===== src/rtl/kbc_obf_pkg.sv =====
package kbc_obf_pkg;
  typedef struct packed {
    logic kbd;
    logic aux;
    logic latch;
    logic user;
  } wr_strobe_t;
endpackage


===== src/rtl/kbc_obf_decode.sv =====
module kbc_obf_decode
  import kbc_obf_pkg::*;
#(
  parameter int unsigned ADDR_W = 16,
  parameter logic [ADDR_W-1:0] KBD_ADDR   = 16'h7FF1,
  parameter logic [ADDR_W-1:0] AUX_ADDR   = 16'h7FFA,
  parameter logic [ADDR_W-1:0] LATCH_ADDR = 16'h7FFD,
  parameter logic [ADDR_W-1:0] USER_ADDR  = 16'h7FF2
) (
  input  logic              wr_i,
  input  logic [ADDR_W-1:0] addr_i,
  output wr_strobe_t        stb_o
);
  always_comb begin
    stb_o.kbd   = wr_i && (addr_i == KBD_ADDR);
    stb_o.aux   = wr_i && (addr_i == AUX_ADDR);
    stb_o.latch = wr_i && (addr_i == LATCH_ADDR);
    stb_o.user  = wr_i && (addr_i == USER_ADDR);
  end
endmodule


===== src/rtl/kbc_obf_flags.sv =====
module kbc_obf_flags
  import kbc_obf_pkg::*;
#(
  parameter int unsigned DATA_W   = 8,
  parameter int unsigned LATCH_BIT = 0,
  parameter int unsigned USER_BIT  = 5
) (
  input  logic              clk_i,
  input  logic              rst_ni,
  input  wr_strobe_t        stb_i,
  input  logic [DATA_W-1:0] wdata_i,
  input  logic              host_rd_i,
  output logic              obf_o,
  output logic              kbd_flag_o,
  output logic              aux_flag_o,
  output logic              latch_o,
  output logic              user_o
);
  always_ff @(posedge clk_i or negedge rst_ni) begin
    if (!rst_ni) begin
      obf_o      <= 1'b0;
      kbd_flag_o <= 1'b0;
      aux_flag_o <= 1'b0;
    end else if (stb_i.kbd) begin
      obf_o      <= 1'b1;
      kbd_flag_o <= 1'b1;
      aux_flag_o <= 1'b0;
    end else if (stb_i.aux) begin
      obf_o      <= 1'b1;
      aux_flag_o <= 1'b1;
    end else if (host_rd_i) begin
      obf_o      <= 1'b0;
      kbd_flag_o <= 1'b0;
      aux_flag_o <= 1'b0;
    end
  end

  // firmware-owned bits, untouched by host reads
  always_ff @(posedge clk_i or negedge rst_ni) begin
    if (!rst_ni) begin
      latch_o <= 1'b0;
      user_o  <= 1'b0;
    end else begin
      if (stb_i.latch) latch_o <= wdata_i[LATCH_BIT];
      if (stb_i.user)  user_o  <= wdata_i[USER_BIT];
    end
  end

  AST_KBD_WR_SETS: assert property (@(posedge clk_i) disable iff (!rst_ni)
    stb_i.kbd |=> obf_o && kbd_flag_o && !aux_flag_o);
  AST_AUX_WR_SETS: assert property (@(posedge clk_i) disable iff (!rst_ni)
    stb_i.aux |=> obf_o && aux_flag_o);
  AST_HOST_RD_CLEARS: assert property (@(posedge clk_i) disable iff (!rst_ni)
    host_rd_i && !stb_i.kbd && !stb_i.aux |=> !obf_o && !kbd_flag_o && !aux_flag_o);
  AST_WR_WINS: assert property (@(posedge clk_i) disable iff (!rst_ni)
    host_rd_i && (stb_i.kbd || stb_i.aux) |=> obf_o);
  AST_LATCH_HOLD: assert property (@(posedge clk_i) disable iff (!rst_ni)
    !stb_i.latch |=> $stable(latch_o));
endmodule


===== src/rtl/kbc_obf_irq.sv =====
module kbc_obf_irq #(
  parameter int unsigned DATA_W = 8
) (
  input  logic              obf_en_i,
  input  logic              fw_sel_i,
  input  logic              aux_hw_i,
  input  logic              kbd_flag_i,
  input  logic              aux_flag_i,
  input  logic              latch_i,
  input  logic              user_i,
  output logic              status_aux_o,
  output logic              kbd_irq_o,
  output logic              mouse_irq_o,
  output logic [DATA_W-1:0] src_o
);
  logic kbd_src;

  always_comb begin
    kbd_src      = fw_sel_i ? latch_i : kbd_flag_i;
    status_aux_o = aux_hw_i ? aux_flag_i : user_i;
    kbd_irq_o    = obf_en_i && kbd_src;
    mouse_irq_o  = obf_en_i && aux_flag_i;
    src_o        = '0;
    src_o[0]     = kbd_src;
  end
endmodule


===== src/rtl/kbc_obf_status.sv =====
module kbc_obf_status
  import kbc_obf_pkg::*;
#(
  parameter int unsigned ADDR_W = 16,
  parameter int unsigned DATA_W = 8,
  parameter logic [ADDR_W-1:0] KBD_ADDR   = 16'h7FF1,
  parameter logic [ADDR_W-1:0] AUX_ADDR   = 16'h7FFA,
  parameter logic [ADDR_W-1:0] LATCH_ADDR = 16'h7FFD,
  parameter logic [ADDR_W-1:0] USER_ADDR  = 16'h7FF2
) (
  input  logic              clk_i,
  input  logic              rst_ni,
  input  logic              uc_wr_i,
  input  logic [ADDR_W-1:0] uc_addr_i,
  input  logic [DATA_W-1:0] uc_wdata_i,
  input  logic              host_rd_i,
  input  logic              obf_en_i,
  input  logic              fw_sel_i,
  input  logic              aux_hw_i,
  output logic              obf_o,
  output logic              status_aux_o,
  output logic              kbd_irq_o,
  output logic              mouse_irq_o,
  output logic [DATA_W-1:0] uc_src_o
);
  localparam int unsigned LATCH_BIT = 0;
  localparam int unsigned USER_BIT  = (DATA_W > 5) ? 5 : DATA_W - 1;

  wr_strobe_t stb;
  logic kbd_flag, aux_flag, latch_q, user_q;

  kbc_obf_decode #(
    .ADDR_W(ADDR_W), .KBD_ADDR(KBD_ADDR), .AUX_ADDR(AUX_ADDR),
    .LATCH_ADDR(LATCH_ADDR), .USER_ADDR(USER_ADDR)
  ) u_decode (
    .wr_i(uc_wr_i), .addr_i(uc_addr_i), .stb_o(stb)
  );

  kbc_obf_flags #(
    .DATA_W(DATA_W), .LATCH_BIT(LATCH_BIT), .USER_BIT(USER_BIT)
  ) u_flags (
    .clk_i, .rst_ni, .stb_i(stb), .wdata_i(uc_wdata_i), .host_rd_i,
    .obf_o, .kbd_flag_o(kbd_flag), .aux_flag_o(aux_flag),
    .latch_o(latch_q), .user_o(user_q)
  );

  kbc_obf_irq #(.DATA_W(DATA_W)) u_irq (
    .obf_en_i, .fw_sel_i, .aux_hw_i,
    .kbd_flag_i(kbd_flag), .aux_flag_i(aux_flag),
    .latch_i(latch_q), .user_i(user_q),
    .status_aux_o, .kbd_irq_o, .mouse_irq_o, .src_o(uc_src_o)
  );

  AST_IRQ_GATED: assert property (@(posedge clk_i) disable iff (!rst_ni)
    !obf_en_i |-> !kbd_irq_o && !mouse_irq_o);
  AST_KIRQ_MATCHES_SRC: assert property (@(posedge clk_i) disable iff (!rst_ni)
    obf_en_i |-> kbd_irq_o == uc_src_o[0]);
  AST_MIRQ_NEEDS_OBF: assert property (@(posedge clk_i) disable iff (!rst_ni)
    mouse_irq_o |-> obf_o);
  AST_OTHER_ADDR_IGNORED: assert property (@(posedge clk_i) disable iff (!rst_ni)
    !stb.kbd && !stb.aux && !host_rd_i |=> obf_o == $past(obf_o));
endmodule


===== config.mk =====
export PLATFORM = sky130hd
export DESIGN_NAME = kbc_obf_status
export DESIGN_NICKNAME = d
export VERILOG_FILES = /design/src/rtl/kbc_obf_pkg.sv /design/src/rtl/kbc_obf_decode.sv /design/src/rtl/kbc_obf_flags.sv /design/src/rtl/kbc_obf_irq.sv /design/src/rtl/kbc_obf_status.sv
export SDC_FILE = /design/constraint.sdc
export NUM_CORES = 1
export LEC_CHECK = 0
export BUFFER_PORTS_ARGS = -buffer_cell sky130_fd_sc_hd__buf_2
export CORE_AREA = 2 2 39 41
export DETAILED_ROUTE_END_ITERATION = 10
export DIE_AREA = 0 0 41 43
export PLACE_DENSITY = 0.71
export SYNTH_ARGS = -nofsm -noshare
export SYNTH_HDL_FRONTEND = slang
export SYNTH_HIERARCHICAL = 1
export SYNTH_SLANG_ARGS = --single-unit

===== constraint.sdc =====
create_clock -name clk_i -period 1.2 [get_ports clk_i]
set_input_delay 0.12 -clock clk_i [delete_from_list [all_inputs] [get_ports clk_i]]
set_output_delay 0.12 -clock clk_i [all_outputs]
set_load 0.02 [all_outputs]

==> summary.log, run 1 <==
[global_route] global route total overflow 0
[critical_path] largest delay contributor family on the critical path simple AND/OR/NAND/NOR gates
[pwr] maximum vdd ir drop 372.7 µV
[critical_path] Worst path depth 5
[sta] # setup viols final 5
[placed_design] Port Buffer Count 29
[clock_tree] total CTS buffers 3
[floorplanning] Floorplan Core Area 1384 µm²
[sta] Final Cycle Share 113.6%
[critical_path] end point of the critical path u_flags/user_o$_DFFE_PN0P_
[pwr] Power Internal 0.0003367 W
[floorplanning] DIE AREA 1763 µm²
[critical_path] R2R setup slack 0.33 ns
[logic_synthesis] fraction of post-synthesis cell area in the top cell type by area 31.95%
[cells_and_area] end-of-flow core utilization 47.38%
[floorplanning] DIE WIDTH 41 µm
[sta] tightest hold margin 0.08969 ns
[routing] average wire per standard cell 9.596 µm
[cells_and_area] share of post-route cells with drive strength above 1 60.26%
[global_route] vias in the first global route 412
[placed_design] placed inst area 541.8 µm²
[critical_path] category of the critical setup timing path input port to flop
[clock_tree] CTS sink count 5
[critical_path] number of buffer and inverter stages on the critical path 1
[pwr] clock power share 42.9%
[outcome] run status complete, but fails checks
[critical_path] kind of capture point of the worst setup path flop
[critical_path] critical register-to-register path endpoint u_flags/latch_o$_DFFE_PN0P_
[logic_synthesis] top cells by area in the synthesized netlist sky130_fd_sc_hd__dfrtp_1 32%, sky130_fd_sc_hd__buf_4 15%, sky130_fd_sc_hd__mux2_2 8.6%, sky130_fd_sc_hd__mux2_4 3.8%, sky130_fd_sc_hd__nand3b_1 3.8%
[flow_run] total of max-cap violations 0
[logic_synthesis] average footprint of a synthesized cell 9.552 µm²
[clock_tree] maximum number of buffers from clock root to sink 2
[routing] wire length after detailed routing 902 µm
[outcome] failing checks setup timing
[clock_tree] clk root buf sky130_fd_sc_hd__clkbuf_4
[routing] Via density 4.287
[sta] maximum achievable frequency 733.6 MHz
[routing] count of antenna-violating nets left after detailed routing 0
[logic_synthesis] cell area after synthesis 391.6 µm²
[critical_path] FF-to-FF path depth 2
[placed_design] HPWL reported at the end of detailed placement 719.6 µm
[sta] total count of max-transition violations in the final report 0
[critical_path] Critical Path Slowest Stage Cell sky130_fd_sc_hd__or4_4
[pwr] sequential group share of total power 37.7%
[placed_design] global placement routability congestion 0.7022
[hold_path] worst hold path stage count 2
[cells_and_area] area of all placed cells without fillers 655.6 µm²
[floorplanning] effective utilization at floorplan 28.30%
[hold_path] Tightest Hold Check Type input port to flop
[cells_and_area] Area growth, synth to finish 67.41%
[critical_path] startpoint of the worst-slack reg-to-reg timing path u_flags/latch_o$_DFFE_PN0P_
[sta] final-layout setup total negative slack -0.4796 ns
[clock_tree] number of H-tree branching levels 1
[pwr] Comb pwr share 19.4%
[floorplanning] number of core rows 14
[floorplanning] die height 43 µm
[routing] routed via count 403
[critical_path] maximum fanout encountered on the critical timing path 2
[clock_tree] clock transition at the registers of the reported paths 0.04 ns
[logic_synthesis] Synth Register Bits 5
[cells_and_area] total inserted antenna cells 0
[critical_path] Worst Path Arrival 1.48 ns
[global_route] antenna violations before repair 0
[logic_synthesis] count of yosys warnings during synthesis 6
[cells_and_area] Post-Layout Cell Count 94
[pwr] NetSw 0.0001124 W
[clock_tree] clock tree from TritonCTS built
[routing] Iteration-0 DRC Markers 0
[cells_and_area] final net count 110
[sta] setup ws final -0.1632 ns
[hold_path] origin of the worst min-delay path host_rd_i
[logic_synthesis] Distinct cells, synth 24
[sta] skew final 0 ns
[routing] Remaining DRCs 0
[routing] drt first pass iters 1
[logic_synthesis] Seq/Total Area, Yosys 31.95%
[pwr] leakage power summed over all cells 0.3512 nW
[pwr] switching part of the total power 25.03%
[sta] final-report hold violation count 0
[clock_tree] clock latency on the worst-skew pair 0.24 ns
[sta] min cycle time layout 1.363 ns
[critical_path] Worst path max stage delay 0.57 ns
[critical_path] Crit path required time 1.32 ns
[floorplanning] count of pins on the block boundary 43
[global_route] maximum number of pins on one net before global-route repair 6
[critical_path] Worst Setup SP uc_addr_i[2]
[global_route] overall fraction of global-route tracks in use 12.60%
[critical_path] category of the worst setup path launch point input port
[critical_path] cell breakdown of the critical path buf_6, nand3b_1, or4_4, nor4b_4, mux2_4
[global_route] wire length of the first global-routing pass 1442 µm
[logic_synthesis] number of instances in the synthesized netlist 41
[logic_synthesis] library cell occupying the most area in the post-synthesis netlist sky130_fd_sc_hd__dfrtp_1
[sta] RSZ-0062 raised after global routing true
[placed_design] Placed Instances 87
[pwr] ratio of total power to cell area 685.0 nW/µm²
## registers in the layout (all words and copies together) (netlist names)
signal,count
u_flags/kbd_flag_o,1
u_flags/obf_o,1
u_flags/user_o,1
u_flags/aux_flag_o,1
u_flags/latch_o,1
## cells in the mapped netlist, drive strengths merged
cell,number
a21oi,1
nand3,1
nand2,1
dfrtp,5
mux2,4
buf,8
inv,2
nor2,2
or4,1
nor3b,1
nand3b,2
nor4,1
nand2b,2
o21ai,1
nor4b,1
and4,1
a21o,1
conb,1
nor2b,1
nand4b,1
and2,2
nand4,1
## worst reg2reg max path, stage by stage (launching register included)
cell	delay, ns
sky130_fd_sc_hd__dfrtp_1	0.37
sky130_fd_sc_hd__buf_4	0.13
sky130_fd_sc_hd__mux2_2	0.25
## area by class of cell
type / instances / area [µm²]
multi-input cells: 32 / 251.5
well taps: 16 / 20.02
inverters: 2 / 7.507
flip-flops and latches: 5 / 125.1
clock buffers: 4 / 26.28
fillers: 144 / 728.2
repair buffers: 35 / 225.2
## through the flow
step	setup slack, ns	total power [W]
after CTS	-0.1480	0.0004503
after floorplan	-0.3328	0.0002194
after global routing	-0.1743	0.0004799
final	-0.1632	0.0004491
after global placement	-0.4525	0.0002483
after detailed placement	-0.4777	0.0002498
## placed cells by master, fill, tap and decap left out, types with 2 or more instances in the layout
cell type and instances:
sky130_fd_sc_hd__buf_2 25, sky130_fd_sc_hd__buf_4 3, sky130_fd_sc_hd__buf_6 6, sky130_fd_sc_hd__clkbuf_4 3, sky130_fd_sc_hd__conb_1 7, sky130_fd_sc_hd__dfrtp_1 5, sky130_fd_sc_hd__inv_1 2, sky130_fd_sc_hd__mux2_2 2
sky130_fd_sc_hd__mux2_4 2, sky130_fd_sc_hd__nand2b_1 2, sky130_fd_sc_hd__nand3b_1 2
## what timing repair did
item / CTS / global route
pin swaps: 4 / 1
gates resized for setup: 10 / 6
endpoints found under the setup margin: 5 / 8
hold buffers: 1 / 0
hold endpoints to repair: 5 / 0
setup buffers: 2 / 0
## layer usage
layer	vias up	part of all wire [%]	track usage, %
li1	202	-	-
met1	175	33	11.40
met2	26	57	21.56
met3	0	9.9	4.712
met4	0	0	8.000
met5	-	0	0
## how the worst min path moves through the flow
stage                                     endpoint
CTS                      u_flags/obf_o$_DFFE_PN0P_
finish                   u_flags/obf_o$_DFFE_PN0P_
detailed placement  u_flags/aux_flag_o$_DFFE_PN0P_
global placement    u_flags/aux_flag_o$_DFFE_PN0P_
floorplan           u_flags/aux_flag_o$_DFFE_PN0P_
global route             u_flags/obf_o$_DFFE_PN0P_
## power groups by stage
stage	Clock, W	Sequential [W]	Combinational [W]
6_report	0.000193	0.000169	0.0000873
5_1_grt	0.000214	0.000169	0.0000966
4_1_cts	0.000195	0.000169	0.0000856
3_5_place_dp	0	0.000172	0.0000780
3_3_place_gp	0	0.000172	0.0000766
2_1_floorplan	0	0.000172	0.0000476
## cell families after synthesis
group | synth area share, %
simple gates | 32.91
buf+inv | 17.25
flops | 31.95
compound gates | 4.471
other cells | 0.9575
mux | 12.46
Note: power is estimated with default switching activity, not from simulation.
==> run 2, diff against run 1 <==
--- a/config.mk
+++ b/config.mk
@@ -5,7 +5,7 @@
 export SDC_FILE = /design/constraint.sdc
 export NUM_CORES = 1
 export LEC_CHECK = 0
-export BUFFER_PORTS_ARGS = -buffer_cell sky130_fd_sc_hd__buf_2
+export BUFFER_PORTS_ARGS = -buffer_cell sky130_fd_sc_hd__buf_4
 export CORE_AREA = 2 2 39 41
 export DETAILED_ROUTE_END_ITERATION = 10
 export DIE_AREA = 0 0 41 43
==> run 2 against run 1 <==
Count of clock-buffer cells in the layout did not move. Clock power up 2%. First-iteration DRC count up 4. The flow still finishes with violations (setup timing). Critical endpoint unchanged. Utilization rose by 2.7 points. Global-route usage is 1.6 points higher.
==> summary.log, run 2 (synthesis gave the netlist of run 1 again) <==
[pwr] leakage power summed over all cells 0.3515 nW
[global_route] antenna violations before repair 0
[cells_and_area] multi-input combinational cell area 245.2 µm²
[sta] setup ws final -0.1562 ns
[global_route] global route total overflow 0
[sta] total count of max-transition violations in the final report 0
[critical_path] kind of capture point of the worst setup path flop
[clock_tree] clock transition at the registers of the reported paths 0.05 ns
[hold_path] Tightest Hold Check Type input port to flop
[sta] Final Cycle Share 113.0%
[cells_and_area] end-of-flow core utilization 50.09%
[sta] skew final 0 ns
[critical_path] category of the worst setup path launch point input port
[clock_tree] maximum number of buffers from clock root to sink 2
[hold_path] origin of the worst min-delay path host_rd_i
[cells_and_area] final net count 108
[cells_and_area] share of post-route cells with drive strength above 1 59.21%
[global_route] maximum number of pins on one net before global-route repair 6
[global_route] overall fraction of global-route tracks in use 14.21%
[outcome] run status complete, but fails checks
[floorplanning] DIE AREA 1763 µm²
[routing] Via density 4.435
[floorplanning] DIE WIDTH 41 µm
[placed_design] global placement routability congestion 0.6921
[routing] drt first pass iters 2
[clock_tree] clock latency on the worst-skew pair 0.24 ns
[placed_design] Port Buffer Count 29
[routing] top layer reached by signal wires met4
[pwr] overall power consumption 0.0004738 W
[critical_path] maximum fanout encountered on the critical timing path 2
[pwr] NetSw 0.0001166 W
[pwr] clock power share 41.5%
[routing] Remaining DRCs 0
[critical_path] category of the critical setup timing path input port to flop
[clock_tree] total CTS buffers 3
[critical_path] startpoint of the worst-slack reg-to-reg timing path u_flags/latch_o$_DFFE_PN0P_
[routing] routed wire length on met2 551 µm
[global_route] wire length of the first global-routing pass 1649 µm
[cells_and_area] Area growth, synth to finish 77.00%
[routing] count of antenna-violating nets left after detailed routing 0
[cells_and_area] Storage cell area 125.1 µm²
[cells_and_area] number of inserted filler cells in the final layout 151
[floorplanning] effective utilization at floorplan 28.30%
[critical_path] Worst path max stage delay 0.56 ns
[cells_and_area] area of all placed cells without fillers 693.2 µm²
[sta] # setup viols final 5
[pwr] switching part of the total power 24.60%
[pwr] Comb pwr share 22.8%
[cells_and_area] most frequent cells in the layout 27 x sky130_fd_sc_hd__buf_4, 7 x sky130_fd_sc_hd__conb_1, 5 x sky130_fd_sc_hd__buf_6, 5 x sky130_fd_sc_hd__dfrtp_1, 3 x sky130_fd_sc_hd__clkbuf_4
[routing] average wire per standard cell 10.50 µm
[flow_run] total of max-cap violations 0
[pwr] maximum vdd ir drop 479.2 µV
[critical_path] Crit path required time 1.33 ns
[critical_path] Worst Setup SP uc_addr_i[2]
[outcome] failing checks setup timing
[critical_path] cell breakdown of the critical path buf_6, nand3b_1, or4_4, nor4b_4, mux2_4
[routing] wire length after detailed routing 966 µm
[pwr] Power Internal 0.0003572 W
[sta] maximum achievable frequency 737.4 MHz
[floorplanning] die height 43 µm
[sta] final-report hold violation count 0
[sta] min cycle time layout 1.356 ns
[clock_tree] number of H-tree branching levels 1
[critical_path] R2R setup slack 0.45 ns
[placed_design] placed inst area 614.3 µm²
[routing] metal1 wirelength 292 µm
[pwr] ratio of total power to cell area 683.5 nW/µm²
[global_route] vias in the first global route 454
[floorplanning] Floorplan Core Area 1384 µm²
[critical_path] Worst Path Arrival 1.48 ns
[floorplanning] count of pins on the block boundary 43
[cells_and_area] most common library cell in the layout ignoring fill and taps sky130_fd_sc_hd__buf_4
[routing] met3 layer wire length in the routed design 104 µm
[clock_tree] CTS sink count 5
[floorplanning] number of core rows 14
[pwr] sequential group share of total power 35.7%
[cells_and_area] total inserted antenna cells 0
[clock_tree] clk root buf sky130_fd_sc_hd__clkbuf_4
[critical_path] Critical Path Slowest Stage Cell sky130_fd_sc_hd__or4_4
[sta] RSZ-0062 raised after global routing true
[routing] Iteration-0 DRC Markers 4
[placed_design] HPWL reported at the end of detailed placement 867.9 µm
[clock_tree] clock tree from TritonCTS built
[routing] routed via count 408
==> run 2: area by class of cell <==
| class | count | share of cell area, % |
|---|---|---|
| clock buffer | 4 | 3.791 |
| timing repair buffer | 33 | 38.81 |
| tap | 16 | 2.888 |
| multi-input combinational | 32 | 35.38 |
| sequential | 5 | 18.05 |
| inverter | 2 | 1.083 |
==> run 2: power by group through the flow <==
| stage | registers (W) | clock network [W] | logic [W] |
|---|---|---|---|
| 5_1_grt | 0.000169 | 0.000216 | 0.000119 |
| 3_3_place_gp | 0.000172 | 0 | 0.0000985 |
| 3_5_place_dp | 0.000172 | 0 | 0.000101 |
| 2_1_floorplan | 0.000172 | 0 | 0.0000476 |
| 4_1_cts | 0.000169 | 0.000200 | 0.000108 |
| 6_report | 0.000169 | 0.000197 | 0.000108 |
==> run 2: worst max-delay path: cells and delay by family <==
| kind | cells | cell delay [ns] |
|---|---|---|
| AND/OR/NAND/NOR | 3 | 0.94 |
| multiplexers | 1 | 0.32 |
| buffers and inverters | 1 | 0.09 |
==> run 2: stage by stage <==
step	cells	worst slack [ns]	hold WS (ns)	TNS [ns]
global route	92	-0.1917	0.06718	-0.6618
floorplan	47	-0.3328	-0.1756	-0.6923
global placement	87	-0.4680	-0.07507	-1.791
CTS	92	-0.1432	0.07699	-0.3994
detailed placement	87	-0.5069	-0.07512	-1.899
finish	92	-0.1562	0.07365	-0.3819
==> run 2: path summary, 6_finish.rpt <==
kind                       cells past startpoint                             end
setup / recovery                               5      u_flags/user_o$_DFFE_PN0P_
setup reg to reg                               1     u_flags/latch_o$_DFFE_PN0P_
min in group asynchronous                      2      u_flags/user_o$_DFFE_PN0P_
max in group asynchronous                      2       u_flags/obf_o$_DFFE_PN0P_
hold / removal                                 2       u_flags/obf_o$_DFFE_PN0P_
hold reg to reg                                1  u_flags/kbd_flag_o$_DFFE_PN0P_
==> run 2: routing by layer <==
| metal | global-route usage (%) | up-vias |
|---|---|---|
| met3 | 4.712 | 2 |
| met4 | 6.000 | 0 |
| met5 | 0 | - |
| li1 | - | 199 |
| met1 | 12.38 | 179 |
| met2 | 26.56 | 28 |
==> run 2: repair_timing <==
item / in CTS / in global routing
setup endpoints to repair: 5 / 7
cloned: 0 / 0
setup buffers: 0 / 0
pin swaps: 4 / 2
hold buffers: 1 / 0
gates resized for setup: 9 / 2
hold endpoints to repair: 5 / 0
==> run 3, diff against run 2 <==
==> constraint.sdc (replaced) <==
create_clock -name clk_i -period 1.71 [get_ports clk_i]
set_input_delay 0.171 -clock clk_i [delete_from_list [all_inputs] [get_ports clk_i]]
set_output_delay 0.171 -clock clk_i [all_outputs]
set_load 0.02 [all_outputs]
==> run 3 against run 2 <==
The run now ends clean. Clock skew did not move. Utilization fell by 3.6 points. Highest routed layer unchanged. Combinational power decreased by 34%. Die area unchanged. Final cell count down 1.1%. Wire length shrank 12%. Count of clock-buffer cells in the layout unchanged. Non-clock buffer count down 1.
==> summary.log, run 3 (synthesis gave the netlist of run 1 again) <==
[outcome] run status finished, final reports clean
[sta] # setup viols final 0
[critical_path] category of the critical setup timing path input port to flop
[cells_and_area] Area growth, synth to finish 64.22%
[pwr] maximum vdd ir drop 195.5 µV
[global_route] vias in the first global route 396
[critical_path] Critical Path Slowest Stage Cell sky130_fd_sc_hd__or4_4
[critical_path] Worst path max stage delay 0.56 ns
[hold_path] Tightest Hold Check Type input port to flop
[clock_tree] Hold-fix buffers, CTS 1
[clock_tree] # Post-CTS Setup Buffers 0
[routing] routed via count 394
[cells_and_area] share of post-route cells with drive strength above 1 54.67%
[sta] setup ws final 0.2032 ns
[cells_and_area] total inserted antenna cells 0
[clock_tree] number of H-tree branching levels 1
[cells_and_area] final net count 107
[pwr] sequential group share of total power 36.8%
[pwr] overall power consumption 0.0003229 W
[cells_and_area] most frequent cells in the layout 31 x sky130_fd_sc_hd__buf_4, 7 x sky130_fd_sc_hd__conb_1, 5 x sky130_fd_sc_hd__dfrtp_1, 3 x sky130_fd_sc_hd__clkbuf_4, 3 x sky130_fd_sc_hd__mux2_2
[placed_design] global placement routability congestion 0.6621
[routing] Iteration-0 DRC Markers 5
[clock_tree] clock latency on the worst-skew pair 0.24 ns
[floorplanning] number of core rows 14
[critical_path] number of buffer and inverter stages on the critical path 1
[floorplanning] effective utilization at floorplan 28.30%
[sta] min cycle time layout 1.507 ns
[clock_tree] clock transition at the registers of the reported paths 0.04 ns
[floorplanning] die height 43 µm
[clock_tree] total CTS buffers 3
[pwr] clock power share 41.3%
[sta] maximum achievable frequency 663.6 MHz
[global_route] global route total overflow 0
[pwr] Power Internal 0.0002482 W
[pwr] ratio of total power to cell area 502.0 nW/µm²
[clock_tree] number of instances resized during post-cts repair 0
[critical_path] maximum fanout encountered on the critical timing path 2
[global_route] wire length of the first global-routing pass 1497 µm
[cells_and_area] most common library cell in the layout ignoring fill and taps sky130_fd_sc_hd__buf_4
[clock_tree] clock tree from TritonCTS built
[sta] total count of max-transition violations in the final report 0
[global_route] antenna violations before repair 0
[critical_path] Worst Path Arrival 1.63 ns
[flow_run] total of max-cap violations 0
[pwr] NetSw 0.00007467 W
[cells_and_area] number of inserted filler cells in the final layout 140
[clock_tree] CTS sink count 5
[pwr] Comb pwr share 21.9%
[sta] final-report hold violation count 0
[floorplanning] count of pins on the block boundary 43
[critical_path] category of the worst setup path launch point input port
[floorplanning] DIE WIDTH 41 µm
[critical_path] largest delay contributor family on the critical path simple AND/OR/NAND/NOR gates
[critical_path] cell breakdown of the critical path buf_4, nand4b_1, or4_4, nor4b_2, mux2_2
[global_route] overall fraction of global-route tracks in use 13.21%
[sta] skew final 0 ns
[clock_tree] clk root buf sky130_fd_sc_hd__clkbuf_4
[placed_design] Port Buffer Count 29
[sta] Final Cycle Share 88.12%
[routing] wire length after detailed routing 849 µm
[critical_path] Crit path required time 1.83 ns
[global_route] maximum number of pins on one net before global-route repair 6
[routing] count of antenna-violating nets left after detailed routing 0
[routing] average wire per standard cell 9.330 µm
[clock_tree] maximum number of buffers from clock root to sink 2
[pwr] leakage power summed over all cells 0.3347 nW
[floorplanning] Floorplan Core Area 1384 µm²
[critical_path] kind of capture point of the worst setup path flop
[pwr] switching part of the total power 23.13%
[floorplanning] DIE AREA 1763 µm²
[placed_design] Post-Place Worst Slack -0.07117 ns
[routing] Remaining DRCs 0
[sta] RSZ-0062 raised after global routing false
[placed_design] HPWL reported at the end of detailed placement 784.3 µm
[routing] Via density 4.330
[routing] drt first pass iters 4
## run 3: area by class of cell
type / count / area (µm²) / share of cell area (%)
inverters: 2 / 7.507 / 1.167
multi-input cells: 32 / 221.5 / 34.44
well taps: 16 / 20.02 / 3.113
clock buffers: 4 / 26.28 / 4.086
repair buffers: 32 / 242.7 / 37.74
flip-flops and latches: 5 / 125.1 / 19.46
## run 3: worst paths after layout
kind | slack [ns] | cells past startpoint | startpoint | end
worst min register to register | 0.49 | 1 | u_flags/kbd_flag_o$_DFFE_PN0P_ | u_flags/kbd_flag_o$_DFFE_PN0P_
worst max register to register | 0.96 | 1 | u_flags/latch_o$_DFFE_PN0P_ | u_flags/latch_o$_DFFE_PN0P_
worst min-delay path | 0.16 | 2 | host_rd_i | u_flags/obf_o$_DFFE_PN0P_
worst max-delay path | 0.20 | 5 | uc_addr_i[15] | u_flags/user_o$_DFFE_PN0P_
max in group asynchronous | 1.33 | 2 | rst_ni | u_flags/obf_o$_DFFE_PN0P_
min in group asynchronous | 0.27 | 2 | rst_ni | u_flags/user_o$_DFFE_PN0P_
## run 3: metal layers
| layer | vias up | GRT usage (%) | wire [µm] |
|---|---|---|---|
| li1 | 195 | - | - |
| met1 | 168 | 12.38 | 288 |
| met2 | 29 | 20.63 | 444 |
| met3 | 2 | 6.283 | 107 |
| met4 | 0 | 10.00 | 10 |
| met5 | - | 0 | 0 |
## run 3: per-stage QoR
stage | cell area (µm²) | TNS (ns) | hold WS, ns | utilization, % | std cells
final | 643.1 | 0 | 0.1619 | 46.47 | 91
after global routing | 643.1 | 0 | 0.1394 | 46.47 | 91
after CTS | 643.1 | 0 | 0.1566 | 46.47 | 91
after detailed placement | 606.8 | -0.07117 | -0.02362 | 43.85 | 86
after global placement | 606.8 | -0.04585 | -0.02464 | 43.85 | 86
after floorplan | 414.1 | 0 | -0.1246 | - | 47
## run 3: power groups by stage
stage	sequential (W)	combinational (W)	clock, W
final	0.000119	0.0000708	0.000133
after global routing	0.000119	0.0000790	0.000155
after CTS	0.000119	0.0000715	0.000139
after detailed placement	0.000121	0.0000697	0
after global placement	0.000121	0.0000678	0
after floorplan	0.000121	0.0000334	0
